## config.mk

```make
export PLATFORM = sky130hd
export DESIGN_NAME = i2c_regbank
export DESIGN_NICKNAME = d
export VERILOG_FILES = /design/src/rtl/i2c_regbank_pkg.sv /design/src/rtl/i2c_bus_sync.sv /design/src/rtl/i2c_regbank_file.sv /design/src/rtl/i2c_regbank.sv
export SDC_FILE = /design/constraint.sdc
export NUM_CORES = 1
export LEC_CHECK = 0
export BUFFER_PORTS_ARGS = -buffer_cell sky130_fd_sc_hd__buf_2
export CAP_MARGIN = 40
export CELL_PAD_IN_SITES_DETAIL_PLACEMENT = 1
export CELL_PAD_IN_SITES_GLOBAL_PLACEMENT = 2
export CORE_MARGIN = 1.5
export CORE_UTILIZATION = 32
export CTS_CLUSTER_SIZE = 40
export DETAILED_ROUTE_END_ITERATION = 8
export HOLD_SLACK_MARGIN = 0.05
export PLACE_DENSITY = 0.83
export SLEW_MARGIN = 20
export SYNTH_ARGS = -nofsm -noshare
export SYNTH_HDL_FRONTEND = slang
export SYNTH_HIERARCHICAL = 1
export SYNTH_SLANG_ARGS = --single-unit
```

## constraint.sdc

```tcl
create_clock -name clk -period 2.53 [get_ports clk]
set_input_delay 0.3795 -clock clk [delete_from_list [all_inputs] [get_ports clk]]
set_output_delay 0.3795 -clock clk [all_outputs]
set_load 0.03 [all_outputs]
```

## src/rtl/i2c_regbank_pkg.sv

```systemverilog
package i2c_regbank_pkg;

    localparam logic [3:0] ADDR_PREFIX = 4'b1100;

    typedef enum logic [3:0] {
        ST_IDLE,
        ST_ADDR,
        ST_ADDR_ACK,
        ST_CMD,
        ST_CMD_ACK,
        ST_WDATA,
        ST_WDATA_ACK,
        ST_RDATA,
        ST_RACK
    } bus_state_e;

    typedef struct packed {
        logic start;
        logic stop;
        logic scl_rise;
        logic scl_fall;
        logic sda;
    } bus_ev_t;

    typedef struct packed {
        logic       ai;
        logic [3:0] ptr;
    } cmd_t;

    function automatic cmd_t decode_cmd(input logic [7:0] b);
        cmd_t c;
        c.ai  = b[4];
        c.ptr = b[3:0];
        return c;
    endfunction

endpackage

```

## src/rtl/i2c_bus_sync.sv

```systemverilog
module i2c_bus_sync
    import i2c_regbank_pkg::*;
(
    input  logic    clk,
    input  logic    rst,
    input  logic    scl_i,
    input  logic    sda_i,
    output bus_ev_t ev_o
);
    logic [1:0] scl_ff, sda_ff;
    logic       scl_q, sda_q;

    always_ff @(posedge clk) begin
        if (rst) begin
            scl_ff <= 2'b11;
            sda_ff <= 2'b11;
            scl_q  <= 1'b1;
            sda_q  <= 1'b1;
        end else begin
            scl_ff <= {scl_ff[0], scl_i};
            sda_ff <= {sda_ff[0], sda_i};
            scl_q  <= scl_ff[1];
            sda_q  <= sda_ff[1];
        end
    end

    // START / STOP are SDA edges while SCL is held high
    assign ev_o.start    = scl_ff[1] & scl_q & sda_q & ~sda_ff[1];
    assign ev_o.stop     = scl_ff[1] & scl_q & ~sda_q & sda_ff[1];
    assign ev_o.scl_rise = scl_ff[1] & ~scl_q;
    assign ev_o.scl_fall = ~scl_ff[1] & scl_q;
    assign ev_o.sda      = sda_ff[1];

endmodule

```

## src/rtl/i2c_regbank_file.sv

```systemverilog
module i2c_regbank_file
    import i2c_regbank_pkg::*;
#(
    parameter int NUM_REGS = 5,
    parameter int PINS     = 8
) (
    input  logic                      clk,
    input  logic                      rst,
    input  logic                      wr_en,
    input  logic [3:0]                wr_addr,
    input  logic [7:0]                wr_data,
    input  logic [3:0]                rd_addr,
    input  logic [7:0]                port_i,
    output logic [7:0]                rd_data_o,
    output logic [8*(NUM_REGS-1)-1:0] regs_o,
    output logic [PINS-1:0]           pin_low_o
);
    localparam int RW_REGS  = NUM_REGS - 1;
    localparam int SEL_REGS = (PINS + 3) / 4;
    localparam int SEL_BASE = NUM_REGS - SEL_REGS;

    logic [7:0] mem [RW_REGS];

    always_ff @(posedge clk) begin
        if (rst) begin
            for (int i = 0; i < RW_REGS; i++) mem[i] <= 8'h00;
        end else if (wr_en) begin
            // address 0 has no storage, the byte is dropped
            for (int i = 1; i < NUM_REGS; i++)
                if (wr_addr == 4'(i)) mem[i-1] <= wr_data;
        end
    end

    always_comb begin
        rd_data_o = 8'h00;
        if (rd_addr == 4'd0) rd_data_o = port_i;   // live pins, latched by the shifter
        for (int i = 1; i < NUM_REGS; i++)
            if (rd_addr == 4'(i)) rd_data_o = mem[i-1];
    end

    for (genvar g = 0; g < RW_REGS; g++) begin : g_out
        assign regs_o[8*g +: 8] = mem[g];
    end

    for (genvar p = 0; p < PINS; p++) begin : g_pin
        assign pin_low_o[p] = (mem[SEL_BASE - 1 + p/4][2*(p%4) +: 2] == 2'b01);
    end

    assert_ro_discard_R7: assert property (@(posedge clk) disable iff (rst)
        (wr_en && wr_addr == 4'd0) |=> $stable(regs_o));

endmodule

```

## src/rtl/i2c_regbank.sv

```systemverilog
module i2c_regbank
    import i2c_regbank_pkg::*;
#(
    parameter int NUM_REGS = 5,
    parameter int PINS     = 8
) (
    input  logic                      clk,
    input  logic                      rst,
    input  logic                      scl_i,
    input  logic                      sda_i,
    input  logic [2:0]                strap_i,
    input  logic [7:0]                port_i,
    output logic                      sda_oe_o,
    output logic [8*(NUM_REGS-1)-1:0] regs_o,
    output logic [PINS-1:0]           pin_low_o
);
    localparam logic [3:0] LAST_PTR = 4'(NUM_REGS - 1);

    bus_ev_t    ev;
    bus_state_e state;
    logic [7:0] sh;
    logic [2:0] cnt;
    logic       full, is_read, nack, ai;
    logic [3:0] ptr, load_addr;
    logic [7:0] rd_data;
    logic       wr_en;
    cmd_t       cmd;
    logic       addr_hit;

    function automatic logic [3:0] next_ptr(input logic [3:0] p);
        return (p >= LAST_PTR) ? 4'd0 : p + 4'd1;
    endfunction

    i2c_bus_sync i_sync (
        .clk  (clk),
        .rst  (rst),
        .scl_i(scl_i),
        .sda_i(sda_i),
        .ev_o (ev)
    );

    assign cmd       = decode_cmd(sh);
    assign addr_hit  = (sh[7:1] == {ADDR_PREFIX, strap_i});
    assign wr_en     = (state == ST_WDATA) && ev.scl_fall && full;
    assign load_addr = (state == ST_RACK && ai) ? next_ptr(ptr) : ptr;

    i2c_regbank_file #(.NUM_REGS(NUM_REGS), .PINS(PINS)) i_file (
        .clk      (clk),
        .rst      (rst),
        .wr_en    (wr_en),
        .wr_addr  (ptr),
        .wr_data  (sh),
        .rd_addr  (load_addr),
        .port_i   (port_i),
        .rd_data_o(rd_data),
        .regs_o   (regs_o),
        .pin_low_o(pin_low_o)
    );

    always_ff @(posedge clk) begin
        if (rst) begin
            state   <= ST_IDLE;
            sh      <= 8'h00;
            cnt     <= 3'd0;
            full    <= 1'b0;
            is_read <= 1'b0;
            nack    <= 1'b0;
            ai      <= 1'b0;
            ptr     <= 4'd0;
        end else if (ev.stop) begin
            state <= ST_IDLE;
            full  <= 1'b0;
        end else if (ev.start) begin
            state <= ST_ADDR;
            cnt   <= 3'd0;
            full  <= 1'b0;
        end else begin
            case (state)
                ST_ADDR, ST_CMD, ST_WDATA: begin
                    if (ev.scl_rise) begin
                        sh   <= {sh[6:0], ev.sda};
                        cnt  <= cnt + 3'd1;
                        full <= (cnt == 3'd7);
                    end else if (ev.scl_fall && full) begin
                        full <= 1'b0;
                        if (state == ST_ADDR) begin
                            is_read <= sh[0];
                            state   <= addr_hit ? ST_ADDR_ACK : ST_IDLE;
                        end else if (state == ST_CMD) begin
                            ai    <= cmd.ai;
                            ptr   <= (cmd.ptr > LAST_PTR) ? 4'd0 : cmd.ptr;
                            state <= ST_CMD_ACK;
                        end else begin
                            if (ai) ptr <= next_ptr(ptr);
                            state <= ST_WDATA_ACK;
                        end
                    end
                end
                ST_ADDR_ACK: if (ev.scl_fall) begin
                    cnt <= 3'd0;
                    if (is_read) begin
                        sh    <= rd_data;   // port captured here
                        state <= ST_RDATA;
                    end else begin
                        state <= ST_CMD;
                    end
                end
                ST_CMD_ACK, ST_WDATA_ACK: if (ev.scl_fall) begin
                    cnt   <= 3'd0;
                    state <= ST_WDATA;
                end
                ST_RDATA: if (ev.scl_fall) begin
                    sh  <= {sh[6:0], 1'b0};
                    cnt <= cnt + 3'd1;
                    if (cnt == 3'd7) state <= ST_RACK;
                end
                ST_RACK: begin
                    if (ev.scl_rise) begin
                        nack <= ev.sda;
                    end else if (ev.scl_fall) begin
                        if (!nack) begin
                            ptr   <= load_addr;
                            sh    <= rd_data;
                            cnt   <= 3'd0;
                            state <= ST_RDATA;
                        end else begin
                            state <= ST_IDLE;
                        end
                    end
                end
                default: ;
            endcase
        end
    end

    assign sda_oe_o = (state == ST_ADDR_ACK) || (state == ST_CMD_ACK) ||
                      (state == ST_WDATA_ACK) || (state == ST_RDATA && !sh[7]);

    assert_stop_release_R11: assert property (@(posedge clk) disable iff (rst)
        ev.stop |=> !sda_oe_o);

    assert_nomatch_quiet_R2: assert property (@(posedge clk) disable iff (rst)
        (state == ST_ADDR && ev.scl_fall && full && !addr_hit) |=> !sda_oe_o);

    assert_ptr_range_R6: assert property (@(posedge clk) disable iff (rst)
        ptr <= LAST_PTR);

    assert_ptr_hold_R5: assert property (@(posedge clk) disable iff (rst)
        (wr_en && !ai) |=> $stable(ptr));

    assert_write_ack_R4: assert property (@(posedge clk) disable iff (rst)
        wr_en |=> sda_oe_o);

endmodule

```

==> metrics.md, run 1 <==
| Metric | Value |
|---|---|
| Outcome | `complete, no violations` |
| Yosys warnings | `6` |
| Routed vias | `3084` |
| Final hold vios | `0` |
| GPL Wtd Cong | `0.831` |
| Slowest cell on crit path | `a2111oi_4` |
| Cell mode on critical path | `buf_4` |
| Grt ovf | `0` |
| CP peak stage delay | `430 ps` |
| Share of cells above drive strength 1 | `29.7%` |
| CTS clk-pin slew, worst paths | `80 ps` |
| Core ar. | `10800 um^2` |
| Worst Path Max Fanout | `8` |
| Hold Path Class | `primary input to flip-flop` |
| Vias in the first global route | `roughly 3.1k` |
| Initial DRC count | `approximately 130` |
| #FFs+latches synth | `61` |
| # rows | `38` |
| Die Y-Extent | `108 um` |
| Initial antenna violation count | `0` |
| Clock root buffer | `clkbuf_8` |
| Reg-to-reg startpoint | `state[0]$_SDFFE_PP0P_` |
| Clk buf depth | `2` |
| Worst setup SP type | `flip-flop` |
| Most common cell after layout, fill and taps aside | `buf_2` |
| Synth Area per Inst | `9.65 um^2` |
| Synthesized area | `~3500 um^2` |
| Post-route cell area | `4390 um^2` |
| Total track usage | `between 10% and 20%` |
| Critical Path, Cell by Cell | `nor3_2 > and2_4 > nand2_8 > a21o_4 > buf_8 > buf_4 > a2111oi_4 > buf_4 > o22a_1 > mux2i_1 > a211oi_2` |
| Die Width | `around 110 um` |
| Post-DP HPWL | `7660 um` |
| H-tree Lvls | `3` |
| EDFF count, synth | `32` |
| Final-report max-slew violation count | `0` |
| Post-synthesis sequential area ratio | `between 40% and 50%` |
| Yosys top cell area share | `27.3%` |
| Syn Nets | `~380` |
| Maxcap violations | `0` |
| Per-cell routed wire length | `18.6 um` |
| First-pass GRT wire length | `around 17000 um` |
| Top cells by area, synth | `edfxtp_1, dfxtp_1, and2_1` |
| Hold_sp | `scl_i` |
| Clk sinks | `61` |
| Post-layout worst setup margin | `41.1 ps` |
| Worst hold margin | `202 ps` |
| Cell Area, Placed | `4010 um^2` |
| Layout Nets | `454` |
| Area leader, netlist | `edfxtp_1` |
| VDD IR max | `0.316 mV` |
| RSZ-0062 raised after global routing | `true` |
| Tmin final | `around 2500 ps` |
| Leading register cell type out of synthesis | `edfxtp_1` |
| Antenna cells | `0` |
| Crit path DAT | `2780 ps` |
| Crit Path Class | `flip-flop to flip-flop` |
| Final setup violation count | `0` |
| DR pass1 iterations | `4` |
| Crit path from | `state[0]$_SDFFE_PP0P_` |
| Fin crit share | `between 90% and 100%` |
| Num CTS Buffers | `9` |
| Synth-to-Final Area Change | `24.7%` |
| Worst EP required | `2820 ps` |
| Pleak | `~1.8 nW` |
| Total Wirelength | `10800 um` |
| Place WS | `-135 ps` |
| Io pins | `56` |
| Commonest non-fill, non-tap cells in the layout | `buf_2, nor2_1, and2_1, edfxtp_1, dfxtp_1` |
| Largest net degree at the start of global routing | `32` |
| Syn Inst Count | `roughly 370` |
| FFs w/ async S/R, synth | `0%` |
| Netlist cell types | `59` |
| Die area | `11600 um^2` |
| Starting Density | `roughly a third` |
| PwrDens | `535 nW/um^2` |
| Worst-margin pin slew | `629 ps` |
| Clock latency on the worst-skew pair | `360 ps` |
| Maximum clock frequency | `0.402 GHz` |
| Fin cells | `581` |
| # fillers | `approximately 1.3k` |
| Worst Skew | `9.98 ps` |
| Vias/cell | `5.31` |
| Placed cells | `~560` |
| CTS tree | `yes` |
| CP endpoint kind | `flip-flop` |
| Drc violations | `0` |
| Port Buffers | `55` |
| Max_slew headroom | `58.1%` |
| Overall power | `2.35 mW` |
| ANT nets after route | `0` |
-- worst paths after layout --
path | to | slack [ps] | depth (start not counted)
setup reg to reg | sh[3]$_SDFFE_PP0P_ | 40 | 11
hold / removal | i_sync/scl_ff[0]$_SDFF_PP1_ | 200 | 2
setup / recovery | sh[3]$_SDFFE_PP0P_ | 40 | 11
hold reg to reg | i_sync/sda_ff[1]$_SDFF_PP1_ | 410 | 1
-- logic make-up (layout without fill, tap and decap cells) --
family | count (synthesis) | in the layout | share of synthesized area, %
flops | 61 | 61 | 43.8
fa+ha+maj | 3 | 3 | 1.07
xor+xnor | 4 | 4 | 0.995
buf+inv | 33 | 109 | 4.94
mux | 19 | 19 | 5.79
compound gates | 75 | 75 | 15.3
simple gates | 170 | 170 | 28.1
-- sequential cells by signal (all words and copies together), names as in the netlist --
register       cells
sh                 8
ptr                4
i_sync/scl_ff      2
i_sync/sda_ff      2
ai                 1
nack               1
state              4
i_sync/sda_q       1
cnt                3
full               1
is_read            1
i_file/mem        32
i_sync/scl_q       1
-- cell usage after synthesis, types with 4 or more instances --
library cell  count
a211oi_1          8
a211oi_2          4
a21oi_1          15
a31o_2            4
a32oi_1           4
and2_1           35
buf_2             7
buf_6             5
clkbuf_1          6
dfxtp_1          29
edfxtp_1         32
inv_1            14
mux2i_1          17
nand2_1          23
nand2b_1          9
nand3_1           7
nand4_1           4
nor2_1           34
nor2b_1          14
nor3_1            9
nor4b_1           5
o21ai_0          15
or2_1             6
xnor2_1           4
-- stage by stage --
stage                     TNS, ps  util (%)
after detailed placement     -236      37.2
after global placement      -78.0      37.2
after global routing        -69.6      40.7
after CTS                   -14.4      39.4
final                           0      40.7
after floorplan                 0         -
-- where the power goes --
group | leakage (nW) | total (mW) | internal [mW] | switching [mW]
registers | 0.566 | 1.11 | 1.07 | 0.0396
clock network | 0.116 | 1.03 | 0.571 | 0.462
logic | 1.08 | 0.209 | 0.0745 | 0.134
-- what timing repair did --
action	4_1_cts	5_1_grt
hold endpoints to repair	0	0
endpoints found under the setup margin	2	8
pin swaps	0	7
buffers inserted	0	3
cloned	0	1
hold buffers	0	0
resized for setup	4	24
-- final cells by class --
cell class / instances / area [um^2] / share of cell area [%]
multi-input cells: 271 / 1920 / 43.8
inverters: 14 / 52.6 / 1.20
clock buffers: 9 / 124 / 2.82
repair buffers: 79 / 468 / 10.7
flip-flops and latches: 61 / 1540 / 35.1
clock inverters: 7 / 106 / 2.42
well taps: 140 / 175 / 3.99
-- metal layers --
metal  wire length (um)  share of wire, %  track usage, %  vias up
met5                  0                 0               0        -
met4                262               2.4            7.71        0
met3                511               4.7            4.42       15
met2               5540                51            34.7       82
met1               4470                41            22.7     1510
li1                   -                 -               -     1477
-- worst max-delay path, delay by kind of cell (launching register included) --
kind                   cells  cell delay, ps
buffers and inverters      3             470
flip-flops                 1             330
multiplexers               1              70
AO/OA/AOI/OAI              4            1040
AND/OR/NAND/NOR            3             500
(Power assumes the default switching activity.)
==> run 2, diff against run 1 <==
Settings changed: ABC_AREA set to 1, CORE_UTILIZATION 32 to 29.
==> metrics.md, run 2 <==
| Metric | Value |
|---|---|
| Layout Nets | `563 (+24%)` |
| Final hold vios | `0 (unchanged)` |
| Synth Area per Inst | `7.31 um^2 (-24%)` |
| CP endpoint kind | `flip-flop` |
| Die Y-Extent | `113 um (+4.8%)` |
| Worst setup SP type | `flip-flop` |
| Drc violations | `0 (unchanged)` |
| CTS clk-pin slew, worst paths | `50 ps (-30 ps)` |
| Commonest non-fill, non-tap cells in the layout | `nor2_1, nand2_1, inv_1, buf_2, nand3_1` |
| CP peak stage delay | `460 ps (+30 ps)` |
| Worst Path Max Fanout | `8 (unchanged)` |
| Register area | `1540 um^2 (unchanged)` |
| # rows | `40 (+5.3%)` |
| PwrDens | `1150 nW/um^2 (+110%)` |
| Maxcap violations | `0 (unchanged)` |
| Clock root buffer | `clkbuf_16` |
| Switch Pwr | `2.24 mW (+250%)` |
| Sw frac | `45.4% (+18 points)` |
| First-pass GRT wire length | `16800 um (-1.3%)` |
| Antenna cells | `0 (unchanged)` |
| Worst-margin pin slew | `517 ps (-112 ps)` |
| Worst hold margin | `216 ps (+14.3 ps)` |
| Place WS | `100 ps (+235 ps)` |
| Reg with most FFs | `i_file/mem` |
| Pleak | `1.98 nW (+13%)` |
| Vias in the first global route | `3353 (+7.4%)` |
| Multi-input gate area | `1700 um^2 (-12%)` |
| Clock latency on the worst-skew pair | `340 ps (-20 ps)` |
| #FFs+latches synth | `61 (unchanged)` |
| Post-DP HPWL | `8130 um (+6.2%)` |
| Initial antenna violation count | `0 (unchanged)` |
| FFs w/ async S/R, synth | `0% (unchanged)` |
| Most common library cells after synthesis | `nor2_1, nand2_1, inv_1` |
| Max FFs per register | `32 (unchanged)` |
| Slowest cell on crit path | `dfxtp_1` |
| Top cells by area, synth | `edfxtp_1, dfxtp_1, nor2_1` |
| Seq pwr share | `28.3% (-19 points)` |
| Total negative slack | `0 ps (unchanged)` |
| Per-cell routed wire length | `14.5 um (-22%)` |
| Yosys top cell area share | `27.3% (+0.049 points)` |
| Worst EP required | `2520 ps (-300 ps)` |
| Syn Inst Count | `481 (+32%)` |
| Num CTS Buffers | `9 (unchanged)` |
| Post-layout util | `36.0% (-4.7 points)` |
| Critical Path, Cell by Cell | `inv_1 > nor2_1 > nand2_1 > nor2_1 > inv_1 > nor2_1 > nand3_1 > nand2_1` |
| Syn Nets | `499 (+30%)` |
| Vias/cell | `4.82 (-9.1%)` |
| Initial DRC count | `156 (+25%)` |
| Hold Path Class | `primary input to flip-flop` |
| Most common cell after layout, fill and taps aside | `nor2_1` |
| Comb pwr share | `46.5% (+38 points)` |
| Yosys warnings | `6 (unchanged)` |
| Fin crit share | `89.7% (-8.6 points)` |
| Die area | `12800 um^2 (+9.9%)` |
| Maximum clock frequency | `0.440 GHz (+9.6%)` |
| Worst Skew | `5.14 ps (-4.84 ps)` |
| Tmin final | `2270 ps (-218 ps)` |
| Io pins | `56 (unchanged)` |
| Synth-to-Final Area Change | `22.0%` |
| DR pass1 iterations | `4 (unchanged)` |
| Crit path DAT | `2260 ps (-520 ps)` |
| Area leader, netlist | `edfxtp_1` |
| RSZ-0062 raised after global routing | `false` |
| Port Buffers | `55 (unchanged)` |
| Outcome | `complete, no violations` |
| Total Wirelength | `10100 um (-6.0%)` |
| Post-synthesis sequential area ratio | `43.8% (+0.078 points)` |
| Setup bufs post-CTS | `0 (unchanged)` |
| Leading register cell type out of synthesis | `edfxtp_1` |
| Post-layout worst setup margin | `259 ps (+218 ps)` |
| Total track usage | `16.9% (-2.7 points)` |
| GPL Wtd Cong | `0.797 (-4.0%)` |
| Core ar. | `11900 um^2 (+10%)` |
| H-tree Lvls | `3 (unchanged)` |
| Cell mode on critical path | `nor2_1` |
| Clk pwr share | `25.2% (-19 points)` |
| Max_slew headroom | `65.5% (+7.5 points)` |
| Clk sinks | `61 (unchanged)` |
| Synthesized area | `3520 um^2 (-0.18%)` |
| Grt ovf | `0 (unchanged)` |
| Crit Path Class | `flip-flop to flip-flop` |
| CTS tree | `yes` |
| Clk buf depth | `2 (unchanged)` |
| Starting Density | `29.5% (-3.1 points)` |
| Netlist cell types | `31 (-47%)` |
| Routed vias | `3362 (+9.0%)` |
| Die Width | `113 um (+4.8%)` |
| # fillers | `1525 (+21%)` |
| Reg-to-reg slack, setup | `260 ps (+220 ps)` |
| ANT nets after route | `0 (unchanged)` |
| VDD IR max | `0.649 mV (+110%)` |
| Final setup violation count | `0 (unchanged)` |
| Final-report max-slew violation count | `0 (unchanged)` |
| EDFF count, synth | `32 (unchanged)` |
| Internal | `2.68 mW (+57%)` |
| Top Registers | `i_file/mem (32), sh (8)` |
| Share of cells above drive strength 1 | `19.6% (-10 points)` |
| Largest net degree at the start of global routing | `18 (-44%)` |
| Most common cell in the netlist | `nor2_1` |
## run 2: final cells by class
| class | instances | share of cell area, % |
|---|---|---|
| Tap cell | 147 | 4.29 |
| Clock buffer | 9 | 5.25 |
| Inverter | 67 | 5.86 |
| Timing Repair Buffer | 60 | 7.38 |
| Multi-Input combinational cell | 346 | 39.5 |
| Sequential cell | 61 | 36.0 |
| Clock inverter | 7 | 1.72 |
## run 2: path summary, 6_finish.rpt
check	cells past startpoint	to	start
max reg2reg	8	i_file/mem[1][5]$_SDFFCE_PN0P_	state[0]$_SDFFE_PP0P_
min reg2reg	1	i_sync/scl_ff[1]$_SDFF_PP1_	i_sync/scl_ff[0]$_SDFF_PP1_
max	8	i_file/mem[1][5]$_SDFFCE_PN0P_	state[0]$_SDFFE_PP0P_
min	2	i_sync/scl_ff[0]$_SDFF_PP1_	scl_i
## run 2: metal layers
layer,GRT usage (%),up-vias,part of all wire [%],wire length (um)
met1,20.7,1583,45,4550
met3,4.45,16,4.8,487
met2,28.9,76,49,4970
met5,0,-,0,0
li1,-,1687,-,-
met4,5.25,0,1.4,138
## run 2: worst max-delay path, delay by kind of cell, from the launching register on
family / cells / cell delay, ps
simple gates: 6 / 1280
buf+inv: 2 / 200
flops: 1 / 460
## run 2: per-stage QoR
| stage | power (mW) | cells | area [um^2] |
|---|---|---|---|
| 6_report | 4.92 | 697 | 4290 |
| 3_3_place_gp | 3.59 | 681 | 3950 |
| 4_1_cts | 4.92 | 697 | 4250 |
| 2_1_floorplan | 3.09 | 481 | 3520 |
| 5_1_grt | 5.35 | 697 | 4290 |
| 3_5_place_dp | 3.67 | 681 | 3950 |
## run 2: logic make-up (layout without fill, tap and decap cells)
group                    Yosys count  count (layout)  share of synthesized area [%]
AND/OR/NAND/NOR                  295             295                           38.3
buffers and inverters             74             143                           8.93
flip-flops                        61              61                           43.8
AO/OA/AOI/OAI                     48              48                           7.90
adder cells (fa/ha/maj)            3               3                           1.07
## run 2: what timing repair did
item	CTS	global route
hold buffers	0	0
setup endpoints to repair	0	8
gates resized for setup	0	9
## run 2: power by group through the flow
stage	clock, mW	combinational (mW)	sequential [mW]
final	1.24	2.29	1.39
after global routing	1.31	2.63	1.41
after CTS	1.27	2.27	1.39
after detailed placement	0	2.26	1.41
after global placement	0	2.20	1.39
after floorplan	0	1.71	1.38
==> run 3, diff against run 2 <==
Settings changed: PLACE_DENSITY 0.83 to 0.76.
==> metrics.md, run 3 (synthesis gave the netlist of run 2 again) <==
| Metric | Value |
|---|---|
| First-pass GRT wire length | `17200 um (+2.3%)` |
| Reg-to-reg slack, setup | `210 ps (-50 ps)` |
| VDD IR max | `0.425 mV (-35%)` |
| Final setup violation count | `0 (unchanged)` |
| Clock root buffer | `clkbuf_16` |
| Total track usage | `17.1% (+0.25 points)` |
| Commonest non-fill, non-tap cells in the layout | `nor2_1, nand2_1, inv_1, buf_2, nand3_1` |
| Crit Path Class | `flip-flop to flip-flop` |
| CTS tree | `yes` |
| Fin crit share | `91.7% (+1.9 points)` |
| CP peak stage delay | `510 ps (+50 ps)` |
| Crit path DAT | `2530 ps (+270 ps)` |
| CTS clk-pin slew, worst paths | `60 ps (about the same)` |
| Worst EP required | `2750 ps (+230 ps)` |
| Starting Density | `29.5% (unchanged)` |
| Outcome | `complete, no violations` |
| Grt ovf | `0 (unchanged)` |
| Clock latency on the worst-skew pair | `320 ps (-20 ps)` |
| Port Buffers | `55 (unchanged)` |
| Num CTS Buffers | `9 (unchanged)` |
| Vias/cell | `4.78 (-0.87%)` |
| Max FFs per register | `32 (unchanged)` |
| Tmin final | `2320 ps (+48.2 ps)` |
| Pleak | `2.00 nW (+0.85%)` |
| Clk sinks | `61 (unchanged)` |
| Reg with most FFs | `i_file/mem` |
| Largest net degree at the start of global routing | `17 (-1)` |
| Worst setup SP type | `flip-flop` |
| Routed vias | `3347 (-0.45%)` |
| Slowest cell on crit path | `dfxtp_1` |
| Worst r2r path cells | `13 (+5)` |
| Share of cells above drive strength 1 | `19.9% (+0.26 points)` |
| Post-DP HPWL | `8340 um (+2.5%)` |
| Total Wirelength | `10500 um (+3.4%)` |
| Synth-to-Final Area Change | `23.1%` |
| Clk buf depth | `2 (unchanged)` |
| Worst hold margin | `234 ps (+18.2 ps)` |
| Die area | `12800 um^2 (unchanged)` |
| Hold_sp | `sda_i` |
| Layout Nets | `566 (+0.53%)` |
| Worst Skew | `7.26 ps (+2.12 ps)` |
| Reg-to-reg startpoint | `ptr[1]$_SDFFE_PP0P_` |
| H-tree Lvls | `3 (unchanged)` |
| # rows | `40 (unchanged)` |
| Hold Path Class | `primary input to flip-flop` |
| Final-report max-slew violation count | `0 (unchanged)` |
| Maximum clock frequency | `0.431 GHz (-2.1%)` |
| CP endpoint kind | `flip-flop` |
| Hold Path Stages | `2 (unchanged)` |
| Worst Path Max Fanout | `16 (+8)` |
| Hold buffer count at cts | `0 (unchanged)` |
| Worst-margin pin slew | `544 ps (+26.8 ps)` |
| GPL Wtd Cong | `0.818 (+2.6%)` |
| Total negative slack | `0 ps (unchanged)` |
| Per-cell routed wire length | `15.0 um (+3.0%)` |
| Most common cell after layout, fill and taps aside | `nor2_1` |
| Initial antenna violation count | `0 (unchanged)` |
| Core ar. | `11900 um^2 (unchanged)` |
| Io pins | `56 (unchanged)` |
| Hold EP | `i_sync/sda_ff[0]$_SDFF_PP1_` |
| Die Y-Extent | `113 um (unchanged)` |
| Die Width | `113 um (unchanged)` |
| Drc violations | `0 (unchanged)` |
| Critical Path, Cell by Cell | `ha_1 > nand2_1 > o21ai_4 > nor2_8 > buf_4 > nand3_1 > nand2_1 > nor2_1 > nand3_1 > nand2_1 > o21ai_0 > nor3_1 > nor2_1` |
| Cell mode on critical path | `nand2_1` |
| ANT nets after route | `0 (unchanged)` |
| Reg-to-Reg End | `sh[1]$_SDFFE_PP0P_` |
| Maxcap violations | `0 (unchanged)` |
| Max_slew headroom | `63.5% (-2.0 points)` |
| DR pass1 iterations | `4 (unchanged)` |
| Initial DRC count | `137 (-12%)` |
| Antenna cells | `0 (unchanged)` |
| PwrDens | `1160 nW/um^2 (+1.4%)` |
| Final hold vios | `0 (unchanged)` |
| Top Registers | `i_file/mem (32), sh (8)` |
| Vias in the first global route | `3372 (+0.57%)` |
-- run 3: changes by cell type in the layout (fill, tap and decap cells not counted), sizes merged --
cell and change:
inv -2, buf +3, clkinv +1, bufinv +1
-- run 3: where the power goes --
group	switching (mW)	internal [mW]	total, mW
registers	0.178	1.20	1.38
clock network	0.454	0.856	1.31
logic	1.61	0.738	2.35
-- run 3: per-layer routing --
| layer | track usage (%) | part of all wire (%) | vias to the layer above |
|---|---|---|---|
| li1 | - | - | 1688 |
| met5 | 0 | 0 | - |
| met3 | 2.84 | 3.5 | 12 |
| met2 | 30.3 | 49 | 65 |
| met4 | 4.75 | 1.4 | 0 |
| met1 | 21.5 | 46 | 1582 |
-- run 3: layout make-up --
| type | instances | area [um^2] |
|---|---|---|
| Tap cell | 147 | 184 |
| Clock inverter | 7 | 90.1 |
| Sequential cell | 61 | 1540 |
| Fill cell | 1522 | 7580 |
| Inverter | 67 | 251 |
| Clock buffer | 9 | 225 |
| Multi-Input combinational cell | 346 | 1700 |
| Timing Repair Buffer | 63 | 335 |
-- run 3: worst max-delay path, delay by kind of cell, from the launching register on --
| family | cells | cell delay, ps |
|---|---|---|
| simple gates | 9 | 950 |
| buf+inv | 1 | 200 |
| compound gates | 2 | 330 |
| flops | 1 | 510 |
| fa+ha+maj | 1 | 210 |
-- run 3: what timing repair did --
action / in CTS / in global routing
resized for setup: 0 / 8
buffers inserted: 0 / 1
setup endpoints to repair: 0 / 8
-- run 3: per-stage QoR --
step	util [%]	total power [mW]	worst slack (ps)	area (um^2)	instances
6_report	36.3	5.03	211	4330	700
5_1_grt	36.3	5.50	-20.7	4330	700
4_1_cts	35.9	5.03	7.55	4280	699
3_5_place_dp	33.3	3.69	42.2	3970	683
3_3_place_gp	33.3	3.64	131	3970	683
2_1_floorplan	-	3.09	387	3520	481
-- run 3: worst max path at each step --
stage / depth (start not counted) / to / slack, ps / startpoint
after CTS: 16 / sh[5]$_SDFFE_PP0P_ / 8 / state[3]$_SDFFE_PP0P_
after detailed placement: 16 / sh[1]$_SDFFE_PP0P_ / 40 / state[3]$_SDFFE_PP0P_
after global routing: 16 / sh[2]$_SDFFE_PP0P_ / -20 / state[1]$_SDFFE_PP0P_
after global placement: 16 / sh[6]$_SDFFE_PP0P_ / 130 / state[3]$_SDFFE_PP0P_
final: 13 / sh[1]$_SDFFE_PP0P_ / 210 / ptr[1]$_SDFFE_PP0P_
after floorplan: 18 / sh[6]$_SDFFE_PP0P_ / 390 / state[3]$_SDFFE_PP0P_
